## src/rtl/pyr_lvl_pkg.sv

```systemverilog
package pyr_lvl_pkg;

    localparam int PIX_W = 8;
    localparam int DEC_W = 10;
    localparam int RES_W = 12;

    typedef logic [PIX_W-1:0]        pix_t;
    typedef logic [DEC_W-1:0]        dsum_t;
    typedef logic signed [RES_W-1:0] res_t;

    // input sample carried with its line tag
    typedef struct packed {
        logic valid;
        logic first;
        pix_t pix;
    } samp_t;

    // low-band coefficient with line tag
    typedef struct packed {
        logic valid;
        logic first;
        pix_t coef;
    } band_t;

    // plain valid + pixel word (prediction, aligned original)
    typedef struct packed {
        logic valid;
        pix_t pix;
    } word_t;

    // (d + 2) >> 2, d at most 1020
    function automatic pix_t round_quarter(dsum_t d);
        logic [DEC_W:0] t;
        t = {1'b0, d} + (DEC_W+1)'(2);
        return t[DEC_W-1:2];
    endfunction

    // (a + b + 1) >> 1
    function automatic pix_t mid_up(pix_t a, pix_t b);
        logic [PIX_W:0] t;
        t = {1'b0, a} + {1'b0, b} + (PIX_W+1)'(1);
        return t[PIX_W:1];
    endfunction

    function automatic res_t diff_of(pix_t x, pix_t p);
        return $signed({{(RES_W-PIX_W){1'b0}}, x}) - $signed({{(RES_W-PIX_W){1'b0}}, p});
    endfunction

endpackage

```

## src/rtl/pyr_lvl_decim.sv

```systemverilog
module pyr_lvl_decim
    import pyr_lvl_pkg::*;
(
    input  logic  clk,
    input  logic  rst,
    input  logic  in_valid,
    input  logic  in_line_start,
    input  pix_t  in_pixel,
    output band_t band
);

    samp_t a_s;
    logic  a_odd;
    logic  phase;

    // stage A: capture and pair phase
    always_ff @(posedge clk) begin
        if (rst) begin
            a_s   <= '0;
            a_odd <= 1'b0;
            phase <= 1'b0;
        end else begin
            a_s.valid <= in_valid;
            a_s.first <= in_valid & in_line_start;
            a_s.pix   <= in_pixel;
            if (in_valid) begin
                if (in_line_start) begin
                    a_odd <= 1'b0;
                    phase <= 1'b1;
                end else begin
                    a_odd <= phase;
                    phase <= ~phase;
                end
            end
        end
    end

    pix_t  h1, h2;
    logic  pair_first;
    logic  b_valid, b_first;
    dsum_t b_sum;

    // stage B: [1 2 1] smoothing, kept only on odd samples
    always_ff @(posedge clk) begin
        if (rst) begin
            h1         <= '0;
            h2         <= '0;
            pair_first <= 1'b0;
            b_valid    <= 1'b0;
            b_first    <= 1'b0;
            b_sum      <= '0;
        end else begin
            b_valid <= a_s.valid & a_odd;
            if (a_s.valid) begin
                h1 <= a_s.pix;
                if (a_s.first) begin
                    h2         <= '0;
                    pair_first <= 1'b1;
                end else begin
                    h2 <= h1;
                end
                if (a_odd) begin
                    b_sum      <= dsum_t'(a_s.pix) + (dsum_t'(h1) << 1) + dsum_t'(h2);
                    b_first    <= pair_first;
                    pair_first <= 1'b0;
                end
            end
        end
    end

    // stage C: rounding to the output coefficient
    always_ff @(posedge clk) begin
        if (rst) begin
            band <= '0;
        end else begin
            band.valid <= b_valid;
            band.first <= b_first;
            band.coef  <= round_quarter(b_sum);
        end
    end

    // one coefficient per sample pair
    assert_half_rate_R2: assert property (@(posedge clk) disable iff (rst)
        b_valid |=> !b_valid);

    // a first sample can never be the odd one of a pair
    assert_first_even_R7: assert property (@(posedge clk) disable iff (rst)
        (a_s.valid && a_s.first) |-> !a_odd);

endmodule

```

## src/rtl/pyr_lvl_interp.sv

```systemverilog
module pyr_lvl_interp
    import pyr_lvl_pkg::*;
#(
    parameter int PRED_STAGES = 5
)(
    input  logic  clk,
    input  logic  rst,
    input  band_t band,
    output word_t pred
);

    pix_t  q_prev;
    pix_t  q_hold;
    logic  pend;
    word_t d_out;

    // stage D: expand one coefficient into two predictions
    always_ff @(posedge clk) begin
        if (rst) begin
            q_prev <= '0;
            q_hold <= '0;
            pend   <= 1'b0;
            d_out  <= '0;
        end else if (band.valid) begin
            d_out.valid <= 1'b1;
            d_out.pix   <= band.first ? band.coef : mid_up(q_prev, band.coef);
            q_prev      <= band.coef;
            q_hold      <= band.coef;
            pend        <= 1'b1;
        end else if (pend) begin
            d_out.valid <= 1'b1;
            d_out.pix   <= q_hold;
            pend        <= 1'b0;
        end else begin
            d_out.valid <= 1'b0;
        end
    end

    // a new coefficient must not arrive while the odd prediction waits
    assert_no_overlap_R8: assert property (@(posedge clk) disable iff (rst)
        band.valid |-> !pend);

    // retiming stages after the expander
    generate
        if (PRED_STAGES == 0) begin : g_direct
            assign pred = d_out;
        end else begin : g_retime
            word_t pipe [PRED_STAGES];
            always_ff @(posedge clk) begin
                if (rst) begin
                    for (int i = 0; i < PRED_STAGES; i++) pipe[i] <= '0;
                end else begin
                    pipe[0] <= d_out;
                    for (int i = 1; i < PRED_STAGES; i++) pipe[i] <= pipe[i-1];
                end
            end
            assign pred = pipe[PRED_STAGES-1];
        end
    endgenerate

endmodule

```

## src/rtl/pyr_lvl_align.sv

```systemverilog
module pyr_lvl_align
    import pyr_lvl_pkg::*;
#(
    parameter int DEPTH = 10
)(
    input  logic  clk,
    input  logic  rst,
    input  logic  in_valid,
    input  pix_t  in_pixel,
    output word_t aligned
);

    localparam int LAST = DEPTH - 1;

    word_t line [DEPTH];

    always_ff @(posedge clk) begin
        if (rst) begin
            for (int i = 0; i < DEPTH; i++) line[i] <= '0;
        end else begin
            line[0].valid <= in_valid;
            line[0].pix   <= in_pixel;
            for (int i = 1; i < DEPTH; i++) line[i] <= line[i-1];
        end
    end

    assign aligned = line[LAST];

endmodule

```

## src/rtl/pyr_residual_level.sv

```systemverilog
module pyr_residual_level
    import pyr_lvl_pkg::*;
#(
    parameter int PRED_STAGES = 5,
    parameter int ALIGN_DEPTH = 10
)(
    input  logic                    clk,
    input  logic                    rst,
    input  logic                    in_valid,
    input  logic                    in_line_start,
    input  logic [7:0]              in_pixel,
    output logic                    lo_valid,
    output logic [7:0]              lo_coef,
    output logic                    hf_valid,
    output logic signed [11:0]      hf_resid
);

    band_t band;
    word_t pred;
    word_t aligned;

    pyr_lvl_decim u_decim (
        .clk           (clk),
        .rst           (rst),
        .in_valid      (in_valid),
        .in_line_start (in_line_start),
        .in_pixel      (in_pixel),
        .band          (band)
    );

    pyr_lvl_interp #(.PRED_STAGES(PRED_STAGES)) u_interp (
        .clk  (clk),
        .rst  (rst),
        .band (band),
        .pred (pred)
    );

    pyr_lvl_align #(.DEPTH(ALIGN_DEPTH)) u_align (
        .clk      (clk),
        .rst      (rst),
        .in_valid (in_valid),
        .in_pixel (in_pixel),
        .aligned  (aligned)
    );

    assign lo_valid = band.valid;
    assign lo_coef  = band.coef;

    // subtractor stage
    always_ff @(posedge clk) begin
        if (rst) begin
            hf_valid <= 1'b0;
            hf_resid <= '0;
        end else begin
            hf_valid <= aligned.valid;
            hf_resid <= diff_of(aligned.pix, pred.pix);
        end
    end

    // the delayed original and its prediction arrive together
    assert_align_lock_R6: assert property (@(posedge clk) disable iff (rst)
        aligned.valid == pred.valid);

    assert_resid_range_R4: assert property (@(posedge clk) disable iff (rst)
        hf_valid |-> (hf_resid >= -12'sd255 && hf_resid <= 12'sd255));

    assert_lo_spacing_R2: assert property (@(posedge clk) disable iff (rst)
        lo_valid |=> !lo_valid);

    assert_idle_quiet_R9: assert property (@(posedge clk)
        $past(rst) |-> (!lo_valid && !hf_valid));

endmodule

```

## config.mk

```make
export PLATFORM = sky130hd
export DESIGN_NAME = pyr_residual_level
export DESIGN_NICKNAME = d
export VERILOG_FILES = /design/src/rtl/pyr_lvl_pkg.sv /design/src/rtl/pyr_lvl_decim.sv /design/src/rtl/pyr_lvl_interp.sv /design/src/rtl/pyr_lvl_align.sv /design/src/rtl/pyr_residual_level.sv
export SDC_FILE = /design/constraint.sdc
export NUM_CORES = 1
export LEC_CHECK = 0
export BUFFER_PORTS_ARGS = -buffer_cell sky130_fd_sc_hd__clkbuf_2
export CORE_ASPECT_RATIO = 0.8
export CORE_MARGIN = 1
export CORE_UTILIZATION = 55
export CTS_BUF_LIST = sky130_fd_sc_hd__clkbuf_8
export DETAILED_ROUTE_END_ITERATION = 7
export PLACE_DENSITY = 0.84
export SLEW_MARGIN = 20
export SYNTH_ARGS = -nofsm -noshare
export SYNTH_HDL_FRONTEND = slang
export SYNTH_SLANG_ARGS = --single-unit
```

## constraint.sdc

```tcl
create_clock -name clk -period 2.8 [get_ports clk]
set_input_delay 0.28 -clock clk [delete_from_list [all_inputs] [get_ports clk]]
set_output_delay 0.28 -clock clk [all_outputs]
set_load 0.005 [all_outputs]
```

==> results of run 1 <==
power by group through the flow:
stage	sequential (mW)	combinational (mW)	clock [mW]
global route	2.87	0.161	2.04
global placement	2.92	0.139	0
finish	2.86	0.143	1.88
detailed placement	2.93	0.144	0
CTS	2.86	0.145	1.92
floorplan	2.92	0.112	0
per-layer routing:
metal	GRT usage	up-vias	wire length [µm]
li1	-	2245	-
met1	0.221	2118	5330
met2	0.296	58	5340
met3	0.0504	11	333
met4	0.0598	0	137
met5	0	-	0
worst max-delay path, delay by kind of cell, from the launching register on:
family / cells / cell delay [ps]
buffers and inverters: 3 / 180
adder cells (fa/ha/maj): 3 / 970
AND/OR/NAND/NOR: 2 / 390
flip-flops: 1 / 370
AO/OA/AOI/OAI: 3 / 500
final cells by class:
type	count	area [µm²]	area share
tap	171	214	0.0274
clock buffer	20	275	0.0353
inverter	23	86.3	0.0111
multi-input combinational	417	2900	0.371
clock inverter	12	151	0.0194
sequential	198	3960	0.508
timing repair buffer	39	213	0.0273
state kept, by name (all words and copies together) (netlist names):
register / flops
u_decim.b_sum: 9
hf_valid: 1
u_decim.a_odd: 1
hf_resid: 9
u_decim.b_first: 1
u_decim.pair_first: 1
u_decim.h2: 8
u_decim.phase: 1
u_interp.d_out: 8
u_interp.g_retime.pipe: 40
u_align.line: 83
u_interp.q_prev: 8
u_decim.a_s: 8
u_decim.h1: 8
u_decim.band: 10
u_interp.pend: 1
u_decim.b_valid: 1
synthesized netlist by cell type, drive strengths merged (2+ instances only):
cell type,instances
a211oi,14
and2,2
nand2b,10
dfxtp,198
xnor2,4
a31oi,3
o21ai,22
nor2b,142
a21o,6
nor3b,2
fa,10
nand3b,7
a21oi,22
nor3,4
o31a,2
a22o,3
o21a,2
or3,6
buf,24
inv,23
mux2i,22
ha,24
xor2,7
o211ai,4
nor2,48
mux2,2
or2,2
clkbuf,17
nand3,7
nand2,22
kinds of logic (layout without fill, tap and decap cells):
family	after synthesis	count (layout)	share of synthesized area
DFF	198	198	0.554
and+or+nand+nor	259	259	0.206
xor gates and xnor gates	11	11	0.0135
buffers and inverters	64	94	0.0408
adders and majority gates	34	34	0.0700
AOI/OAI and AO/OA	89	89	0.0812
muxes	24	24	0.0345
worst max-delay path by stage:
stage | slack [ps] | cells past startpoint | startpoint | to
after floorplan | 480 | 11 | u_decim.h1[0] | u_decim.b_sum[9]
after global placement | 410 | 11 | u_decim.h1[0] | u_decim.b_sum[9]
after detailed placement | 310 | 11 | u_decim.h1[0] | u_decim.b_sum[9]
after CTS | 280 | 11 | u_decim.h1[0] | u_decim.b_sum[9]
after global routing | 130 | 11 | u_decim.h1[0] | u_decim.b_sum[9]
final | 270 | 11 | u_decim.h1[0] | u_decim.b_sum[9]
==> impl_summary.log, run 1 <==
INFO  metric latest_clock_arrival_within_the_worst_skew_pair = 450 ps
INFO  metric max_clock_freq = 395 MHz
INFO  metric die_y = 104 µm
INFO  metric p_int = 3.85 mW
INFO  metric hold_path_startpoint = in_pixel[0]
INFO  metric period_needed = 2530 ps
INFO  metric number_of_nets_with_antenna_violations_after_routing = 0
INFO  metric ctsHoldBuffers = 0
INFO  metric slew_headroom = 0.465
INFO  metric drt-vias-per-instance = 5.04
INFO  metric timing.final.max_slew_violations = 0
INFO  metric wire_length_per_cell_after_detailed_routing = 12.7 µm
INFO  metric reg2reg_to = u_decim.b_sum[9]
INFO  metric p_clk_frac = 0.385
INFO  metric power.share.sequential = 0.586
INFO  metric htree_levels = 4
INFO  metric synth_seq_cells = 198
INFO  metric die-area = 13500 µm²
INFO  metric netlist.area_leader.share = 0.554
INFO  metric timing.hold.worst_endpoint = u_decim.a_s[0]
INFO  metric die_width = 129 µm
INFO  metric drt-pass1-iter-count = 4
INFO  metric tritoncts = done
INFO  metric cp_cell_sequence = inv_1 > fa_1 > inv_1 > ha_1 > inv_1 > fa_1 > nor2b_4 > o31a_1 > or3_1 > a21oi_1 > o21ai_1
INFO  metric maxCapViolations = 0
INFO  metric timing_hold_violations_final = 0
INFO  metric route.vias.total = 4432
INFO  metric dp_worst_setup_slack = 310 ps
INFO  metric clock_transition_at_the_register_clock_pins_on_the_worst_setup_and_hold_paths_after_cts = 90 ps
INFO  metric combinationalPowerShare = 0.029
INFO  metric layout.cells.most_common = dfxtp_1
INFO  metric areaGrowthSynthToFinish = 9.06%
INFO  metric crit_path_frequent_cell = inv_1
INFO  metric crit-reg2reg-launch = u_decim.h1[0]
INFO  metric most-common-layout-cells = dfxtp_1 (198), nor2b_1 (140), nor2_1 (48)
INFO  metric drt_first_iter_violations = 228
INFO  metric worst-path-max-fanout = 3
INFO  metric cp_data_arrival_time = 2870 ps
INFO  metric synthArstFlopShare = 0
INFO  metric drt-total-wl = 11100 µm
INFO  metric synthesis.nets = 725
INFO  metric clk_path_buf_depth = 2
INFO  metric groute.usage.overall = 0.178
INFO  metric layout.core_utilization = 0.627
INFO  metric hold-path-cell-count = 2
INFO  metric overflow = 0
INFO  metric required_arrival_time_at_the_worst_endpoint = 3140 ps
INFO  metric antenna_found_initial = 0
INFO  metric finalWeightedCongestion = 0.824
INFO  metric p_leak = 3.16 nW
INFO  metric post_cts.repair.setup_buffers = 0
INFO  metric finClkSkew = 14.2 ps
INFO  metric final_design_area_no_fill = 7800 µm²
INFO  metric critical_path.max_stage_delay = 510 ps
INFO  metric port-buffer-count = 33
INFO  metric hp-class = input pin to flip-flop
INFO  metric seq_area_frac_synth = 0.554
INFO  metric cts-resized-gates = 0
INFO  metric sw_frac_of_total = 0.211
INFO  metric cts_root_buf = clkbuf_8
INFO  metric netlist_top_cells_area = dfxtp_1 (55%), nor2b_1 (12%), ha_1 (4.2%)
INFO  metric setup_ws_post_layout = 268 ps
INFO  metric worst_pin_slew = 803 ps
INFO  metric powerDensity = 626 nW/µm²
INFO  metric power.switching = 1.03 mW
INFO  metric post_synth.cell_area_avg = 10.5 µm²
INFO  metric finalNonFillerCells = 880
INFO  metric floorplan.rows = 36
INFO  metric vdd_drop_max = 312 µV
INFO  metric placedCellCount = 848
INFO  metric layout.nets = 742
INFO  metric whs = 38.4 ps
INFO  metric detailed_place.area = 7370 µm²
INFO  metric critical_path.slowest_cell = fa_1
INFO  metric first_global_vias = 4325
INFO  metric cts_buffers = 17
INFO  metric synth.cell_area = 7150 µm²
INFO  metric number_of_sinks_driven_by_the_clock_tree = 198
INFO  metric ios = 34
INFO  metric netlist_instances = 679
INFO  metric reg2reg_depth = 11
INFO  metric layout_worst_path_cycle_share = 0.904
INFO  metric yosysWarningCount = 0
INFO  metric remaining_drc_errors = 0
INFO  metric post_route_cells_drive_above_1_share = 0.110
INFO  metric grt_setup_unrepaired = false
INFO  metric fill_cells = 1002
INFO  metric synthDistinctLibCells = 55
INFO  metric detailed_placer_s_ending_hpwl = 7590 µm
INFO  metric initial_core_util = 0.575
INFO  metric n_antenna_cell = 0
INFO  metric fp.coreArea = 12400 µm²
INFO  metric startpoint_type = flip-flop
INFO  metric run_status = finished clean
INFO  metric end_kind = flip-flop
INFO  metric setup_viol = 0
INFO  metric r2r_setup_slack = 270 ps
INFO  metric synth-edff-count = 0
INFO  metric path_class = flip-flop to flip-flop
INFO  metric setup-tns-final = 0 ps
INFO  metric post-synth-top-area-cell = dfxtp_1
INFO  metric grt_pass1_wl = 19100 µm
INFO  metric grt_max_degree = 49
INFO  metric power = 4.88 mW
INFO  metric synth_flop_cell = dfxtp_1
Power figures use the tool's default switching activity.
==> run 2, diff against run 1 <==
--- a/config.mk
+++ b/config.mk
@@ -8,11 +8,12 @@
 export BUFFER_PORTS_ARGS = -buffer_cell sky130_fd_sc_hd__clkbuf_2
 export CORE_ASPECT_RATIO = 0.8
 export CORE_MARGIN = 1
-export CORE_UTILIZATION = 55
+export CORE_UTILIZATION = 50
 export CTS_BUF_LIST = sky130_fd_sc_hd__clkbuf_8
 export DETAILED_ROUTE_END_ITERATION = 7
-export PLACE_DENSITY = 0.84
+export PLACE_DENSITY = 0.78
 export SLEW_MARGIN = 20
 export SYNTH_ARGS = -nofsm -noshare
 export SYNTH_HDL_FRONTEND = slang
 export SYNTH_SLANG_ARGS = --single-unit
+export TNS_END_PERCENT = 100
==> run 2 against run 1 <==
  * Non-clock buffer count up 1
  * Die area up 9.8%
  * Critical path depth unchanged
  * Fmax up 1.8%
  * Global-route usage down 1.5 points
  * Core utilization down 5.9 points
  * Largest cell class unchanged
  * Final cell count up 1.1%
  * Sequential share of layout area down 0.090 points
  * Clock skew down 5.7 ps
  * Via count up 0.52%
  * Clock-buffer cell count down 2
  * Flip-flop and latch count unchanged
==> impl_summary.log, run 2 (synthesis results as in run 1) <==
INFO  metric run_status = finished clean (unchanged)
INFO  metric port-buffer-count = 33 (unchanged)
INFO  metric first_global_vias = 4324 (was 4325)
INFO  metric post_route_cells_drive_above_1_share = 0.113 (was 0.110)
INFO  metric powerDensity = 627 nW/µm² (was 626 nW/µm²)
INFO  metric top_regs = u_align.line (83), u_interp.g_retime.pipe (40), u_decim.band (10) (unchanged)
INFO  metric tritoncts = done (unchanged)
INFO  metric die_width = 136 µm (was 129 µm)
INFO  metric drt-total-wl = 11200 µm (was 11100 µm)
INFO  metric setup-tns-final = 0 ps (unchanged)
INFO  metric max_clock_freq = 402 MHz (was 395 MHz)
INFO  metric grt_max_degree = 55 (was 49)
INFO  metric number_of_nets_with_antenna_violations_after_routing = 0 (unchanged)
INFO  metric wire_length_per_cell_after_detailed_routing = 12.6 µm (was 12.7 µm)
INFO  metric whs = 35.7 ps (was 38.4 ps)
INFO  metric power = 4.90 mW (was 4.88 mW)
INFO  metric sw_frac_of_total = 0.220 (was 0.211)
INFO  metric clock_transition_at_the_register_clock_pins_on_the_worst_setup_and_hold_paths_after_cts = 90 ps (about the same)
INFO  metric htree_levels = 4 (unchanged)
INFO  metric drt-vias-per-instance = 5.01 (was 5.04)
INFO  metric dp_worst_setup_slack = 314 ps (was 310 ps)
INFO  metric antenna_found_initial = 0 (unchanged)
INFO  metric cp_data_arrival_time = 2830 ps (was 2870 ps)
INFO  metric p_int = 3.82 mW (was 3.85 mW)
INFO  metric worst-path-max-fanout = 3 (unchanged)
INFO  metric die_y = 109 µm (was 104 µm)
INFO  metric grt_setup_unrepaired = false (unchanged)
INFO  metric cts-resized-gates = 0 (unchanged)
INFO  metric detailed_placer_s_ending_hpwl = 7560 µm (was 7590 µm)
INFO  metric setup_viol = 0 (unchanged)
INFO  metric vdd_drop_max = 355 µV (was 312 µV)
INFO  metric latest_clock_arrival_within_the_worst_skew_pair = 440 ps (was 450 ps)
INFO  metric layout.nets = 743 (was 742)
INFO  metric setup_ws_post_layout = 312 ps (was 268 ps)
INFO  metric number_of_sinks_driven_by_the_clock_tree = 198 (unchanged)
INFO  metric period_needed = 2490 ps (was 2530 ps)
INFO  metric layout_worst_path_cycle_share = 0.889 (was 0.904)
INFO  metric ios = 34 (unchanged)
INFO  metric timing.final.max_slew_violations = 0 (unchanged)
INFO  metric power.share.sequential = 0.584 (was 0.586)
INFO  metric worst_pin_slew = 795 ps (was 803 ps)
INFO  metric largest_register_ff_count = 83 (unchanged)
INFO  metric remaining_drc_errors = 0 (unchanged)
INFO  metric p_clk_frac = 0.386 (was 0.385)
INFO  metric maxCapViolations = 0 (unchanged)
INFO  metric most-common-layout-cells = dfxtp_1 (198), nor2b_1 (140), nor2_1 (48) (unchanged)
INFO  metric areaGrowthSynthToFinish = 9.26% (was 9.06%)
INFO  metric timing_hold_violations_final = 0 (unchanged)
INFO  metric finalWeightedCongestion = 0.796 (was 0.824)
INFO  metric drt-pass1-iter-count = 4 (unchanged)
INFO  metric cts_buffers = 17 (unchanged)
INFO  metric clk_path_buf_depth = 2 (unchanged)
INFO  metric end_kind = flip-flop (unchanged)
INFO  metric p_leak = 3.16 nW (about the same)
INFO  metric grt_pass1_wl = 19000 µm (was 19100 µm)
INFO  metric slew_headroom = 0.470 (was 0.465)
INFO  metric n_antenna_cell = 0 (unchanged)
INFO  metric groute.usage.overall = 0.163 (was 0.178)
INFO  metric max_flop_register = u_align.line (unchanged)
INFO  metric combinationalPowerShare = 0.029 (about the same)
INFO  metric floorplan.rows = 38 (was 36)
INFO  metric die-area = 14800 µm² (was 13500 µm²)
INFO  metric route.vias.total = 4455 (was 4432)
INFO  metric initial_core_util = 0.520 (was 0.575)
INFO  metric startpoint_type = flip-flop (unchanged)
INFO  metric post_cts.repair.setup_buffers = 0 (unchanged)
INFO  metric drt_first_iter_violations = 223 (was 228)
INFO  metric required_arrival_time_at_the_worst_endpoint = 3140 ps (about the same)
INFO  metric cts_root_buf = clkbuf_8 (unchanged)
INFO  metric ctsHoldBuffers = 0 (unchanged)
INFO  metric hp-class = input pin to flip-flop (unchanged)
INFO  metric finClkSkew = 8.42 ps (was 14.2 ps)
INFO  metric fp.coreArea = 13700 µm² (was 12400 µm²)
INFO  metric power.switching = 1.08 mW (was 1.03 mW)
INFO  metric overflow = 0 (unchanged)
INFO  metric path_class = flip-flop to flip-flop (unchanged)
INFO  metric layout.cells.most_common = dfxtp_1 (unchanged)
-- run 2: cell types whose count changed in the layout (fill, tap and decap cells not counted) --
cell        previous run  this run
inv_8                  0         1
clkinv_4               4         1
clkinvlp_4             0         2
clkbuf_8              20        18
inv_1                 23        22
inv_6                  1         4
buf_4                  7         8
-- run 2: area by class of cell --
type,count,area (µm²)
Tap cell,180,225
Fill cell,1143,5930
Clock buffer,18,248
Clock inverter,14,174
Inverter,23,86.3
Multi-Input combinational cell,417,2900
Timing Repair Buffer,40,220
Sequential cell,198,3960
-- run 2: path summary, 6_finish.rpt --
kind	from	to	slack [ps]	depth (start not counted)
min	in_pixel[4]	u_decim.a_s[4]	40	2
max reg2reg	u_decim.h1[0]	u_decim.b_sum[9]	310	11
min reg2reg	u_align.line[0][78]	u_align.line[0][87]	440	1
max	u_decim.h1[0]	u_decim.b_sum[9]	310	11
-- run 2: layer usage --
metal,global-route usage,vias up,routed length [µm],part of all wire
met3,0.0377,22,446,0.040
met2,0.284,88,5410,0.48
li1,-,2253,-,-
met4,0.0746,0,192,0.017
met5,0,-,0,0
met1,0.193,2092,5160,0.46
-- run 2: power groups by stage --
| stage | Sequential (mW) | Combinational (mW) | Clock, mW |
|---|---|---|---|
| 6_report | 2.86 | 0.144 | 1.89 |
| 5_1_grt | 2.87 | 0.162 | 2.06 |
| 4_1_cts | 2.86 | 0.145 | 1.94 |
| 3_5_place_dp | 2.93 | 0.145 | 0 |
| 3_3_place_gp | 2.93 | 0.139 | 0 |
| 2_1_floorplan | 2.92 | 0.112 | 0 |
-- run 2: critical path: stages (launching register included) --
cell	delay (ps)
dfxtp_1	360
inv_1	70
fa_1	490
inv_1	40
ha_1	210
inv_1	80
fa_1	260
nor2b_4	60
o31a_1	270
or3_1	330
a21oi_1	150
o21ai_1	70
-- run 2: through the flow --
stage          area (µm²)  instances   util
5_1_grt              7810        890  0.569
4_1_cts              7810        890  0.569
6_report             7810        890  0.569
2_1_floorplan        7150        679      -
3_5_place_dp         7390        858  0.538
3_3_place_gp         7390        858  0.538
==> run 3, diff against run 2 <==
--- a/config.mk
+++ b/config.mk
@@ -15,5 +15,6 @@
 export SLEW_MARGIN = 20
 export SYNTH_ARGS = -nofsm -noshare
 export SYNTH_HDL_FRONTEND = slang
+export SYNTH_HIERARCHICAL = 1
 export SYNTH_SLANG_ARGS = --single-unit
 export TNS_END_PERCENT = 100
==> run 3 against run 2 <==
  * Clock power increased by 35%
  * Clock-buffer cell count increased by 20
  * Worst setup slack improved by 34 ps
  * Largest cell class unchanged
  * Highest routed layer unchanged
  * First-iteration DRC count decreased by 14%
  * Via count increased by 6.1%
  * Core utilization increased by 1.3 points
  * Fmax increased by 1.4%
  * Critical endpoint is now u_decim/b_sum[9]
  * Final cell count increased by 6.2%
==> impl_summary.log, run 3 <==
INFO  metric run_status = finished clean (unchanged)
INFO  metric max_clock_freq = 407 MHz (was 402 MHz)
INFO  metric path_class = flip-flop to flip-flop (unchanged)
INFO  metric most-common-layout-cells = dfxtp_1 (207), nor2b_1 (149), nor2_1 (43) (was dfxtp_1 (198), nor2b_1 (140), nor2_1 (48))
INFO  metric hold_path_startpoint = rst (was in_pixel[4])
INFO  metric multi_input_comb_area = 3030 µm² (was 2900 µm²)
INFO  metric areaGrowthSynthToFinish = 11.2% (was 9.26%)
INFO  metric r2r_setup_slack = 350 ps (was 310 ps)
INFO  metric register_area = 4140 µm² (was 3960 µm²)
INFO  metric first_global_vias = 4496 (was 4324)
INFO  metric detailed_placer_s_ending_hpwl = 7510 µm (was 7560 µm)
INFO  metric ios = 34 (unchanged)
INFO  metric hp-class = input pin to flip-flop (unchanged)
INFO  metric cts-resized-gates = 0 (unchanged)
INFO  metric top_regs = u_align/line (90), u_interp/g_retime.pipe (40) (was u_align.line (83), u_interp.g_retime.pipe (40), u_decim.band (10))
INFO  metric fill_cells = 1217 (was 1143)
INFO  metric power = 5.71 mW (was 4.90 mW)
INFO  metric setup_viol = 0 (unchanged)
INFO  metric vdd_drop_max = 410 µV (was 355 µV)
INFO  metric port-buffer-count = 33 (unchanged)
INFO  metric crit-reg2reg-launch = u_decim/a_s[1] (was u_decim.h1[0])
INFO  metric htree_levels = 1 (was 4)
INFO  metric yosysWarningCount = 6 (was 0)
INFO  metric slew_headroom = 0.575 (was 0.470)
INFO  metric period_needed = 2450 ps (was 2490 ps)
INFO  metric powerDensity = 675 nW/µm² (was 627 nW/µm²)
INFO  metric post_cts.repair.setup_buffers = 0 (unchanged)
INFO  metric dp_worst_setup_slack = 340 ps (was 314 ps)
INFO  metric die_width = 140 µm (was 136 µm)
INFO  metric worst-path-max-fanout = 2 (was 3)
INFO  metric finClkSkew = 15.2 ps (was 8.42 ps)
INFO  metric hold-path-cell-count = 2 (unchanged)
INFO  metric layout.core_utilization = 0.582 (was 0.569)
INFO  metric post_synth.cell_area_avg = 10.7 µm² (was 10.5 µm²)
INFO  metric antenna_found_initial = 0 (unchanged)
INFO  metric layout_worst_path_cycle_share = 0.877 (was 0.889)
INFO  metric number_of_nets_with_antenna_violations_after_routing = 0 (unchanged)
INFO  metric post_route_cells_drive_above_1_share = 0.124 (was 0.113)
INFO  metric fp.coreArea = 14500 µm² (was 13700 µm²)
INFO  metric number_of_sinks_driven_by_the_clock_tree = 207 (was 198)
INFO  metric layout.nets = 785 (was 743)
INFO  metric cp_data_arrival_time = 2880 ps (was 2830 ps)
INFO  metric drt-vias-per-instance = 5.00 (was 5.01)
INFO  metric die-area = 15700 µm² (was 14800 µm²)
INFO  metric drt-pass1-iter-count = 5 (was 4)
INFO  metric timing.hold.worst_endpoint = hf_resid[1] (was u_decim.a_s[4])
INFO  metric groute.usage.overall = 0.154 (was 0.163)
INFO  metric clock_transition_at_the_register_clock_pins_on_the_worst_setup_and_hold_paths_after_cts = 70 ps (was 90 ps)
INFO  metric grt_max_degree = 104 (was 55)
INFO  metric latest_clock_arrival_within_the_worst_skew_pair = 540 ps (was 440 ps)
INFO  metric wire_length_per_cell_after_detailed_routing = 12.5 µm (was 12.6 µm)
INFO  metric cts_buffers = 30 (was 17)
INFO  metric synth.cell_area = 7610 µm² (was 7150 µm²)
INFO  metric worst_pin_slew = 637 ps (was 795 ps)
INFO  metric ctsHoldBuffers = 10 (was 0)
INFO  metric maxCapViolations = 0 (unchanged)
INFO  metric overflow = 0 (unchanged)
INFO  metric initial_core_util = 0.523 (was 0.520)
INFO  metric die_y = 112 µm (was 109 µm)
INFO  metric startpoint_type = flip-flop (unchanged)
INFO  metric p_leak = 3.53 nW (was 3.16 nW)
INFO  metric route.vias.total = 4727 (was 4455)
INFO  metric end_kind = flip-flop (unchanged)
INFO  metric tritoncts = done (unchanged)
INFO  metric required_arrival_time_at_the_worst_endpoint = 3230 ps (was 3140 ps)
INFO  metric floorplan.rows = 39 (was 38)
INFO  metric cts_root_buf = clkbuf_8 (unchanged)
INFO  metric drt_first_iter_violations = 191 (was 223)
INFO  metric remaining_drc_errors = 0 (unchanged)
INFO  metric timing.final.max_slew_violations = 0 (unchanged)
INFO  metric largest_register_ff_count = 90 (was 83)
INFO  metric finalWeightedCongestion = 0.870 (was 0.796)
INFO  metric grt_setup_unrepaired = false (unchanged)
INFO  metric setup-tns-final = 0 ps (unchanged)
INFO  metric synthesis.nets = 759 (was 725)
INFO  metric reg2reg_depth = 9 (was 11)
INFO  metric setup_ws_post_layout = 345 ps (was 312 ps)
INFO  metric layout.cells.most_common = dfxtp_1 (unchanged)
INFO  metric timing_hold_violations_final = 0 (unchanged)
INFO  metric clk_path_buf_depth = 3 (was 2)
INFO  metric n_antenna_cell = 0 (unchanged)
INFO  metric netlist_instances = 713 (was 679)
INFO  metric drt-total-wl = 11800 µm (was 11200 µm)
INFO  metric reg2reg_to = u_decim/b_sum[9] (was u_decim.b_sum[9])
INFO  metric grt_pass1_wl = 20200 µm (was 19000 µm)
INFO  metric max_flop_register = u_align/line (was u_align.line)
-- run 3: worst max-delay path by stage --
stage / start / end / slack [ps] / depth (start not counted)
after floorplan: u_decim/a_s[1] / u_decim/b_sum[7] / 490 / 9
after global placement: u_decim/a_s[1] / u_decim/b_sum[7] / 400 / 9
after detailed placement: u_decim/a_s[1] / u_decim/b_sum[9] / 340 / 9
after CTS: u_decim/a_s[1] / u_decim/b_sum[9] / 330 / 9
after global routing: u_decim/a_s[1] / u_decim/b_sum[9] / 170 / 9
final: u_decim/a_s[1] / u_decim/b_sum[9] / 350 / 9
-- run 3: stage by stage --
stage | instances | hold WS (ps) | cell area, µm²
floorplan | 713 | 402 | 7610
global placement | 881 | 416 | 7690
detailed placement | 881 | 422 | 7690
CTS | 945 | 190 | 8460
global route | 945 | 226 | 8460
finish | 945 | 216 | 8460
-- run 3: critical path: stages, from the launching register on --
cell and delay (ps):
dfxtp_1 330, inv_1 60, fa_1 530, inv_1 40, ha_1 220, fa_1 400, a21o_1 200, a221oi_2 290
o21ai_0 130, o211a_1 140
-- run 3: layout make-up --
cell class / instances / area share
Timing Repair Buffer: 47 / 0.0371
Sequential cell: 207 / 0.490
Multi-Input combinational cell: 434 / 0.358
Clock buffer: 38 / 0.0618
Tap cell: 184 / 0.0272
Clock inverter: 16 / 0.0172
Inverter: 19 / 0.00843
-- run 3: metal layers --
layer / vias to the layer above / wire [µm] / share of wire / GRT usage
met2: 120 / 5520 / 0.47 / 0.255
met4: 0 / 304 / 0.026 / 0.0557
li1: 2388 / - / - / -
met3: 37 / 632 / 0.054 / 0.0392
met5: - / 0 / 0 / 0
met1: 2182 / 5330 / 0.45 / 0.196
-- run 3: power by group --
| group | internal (mW) | total [mW] | switching (mW) |
|---|---|---|---|
| logic | 0.0674 | 0.162 | 0.0945 |
| clock network | 1.49 | 2.55 | 1.05 |
| registers | 2.98 | 3.00 | 0.0181 |
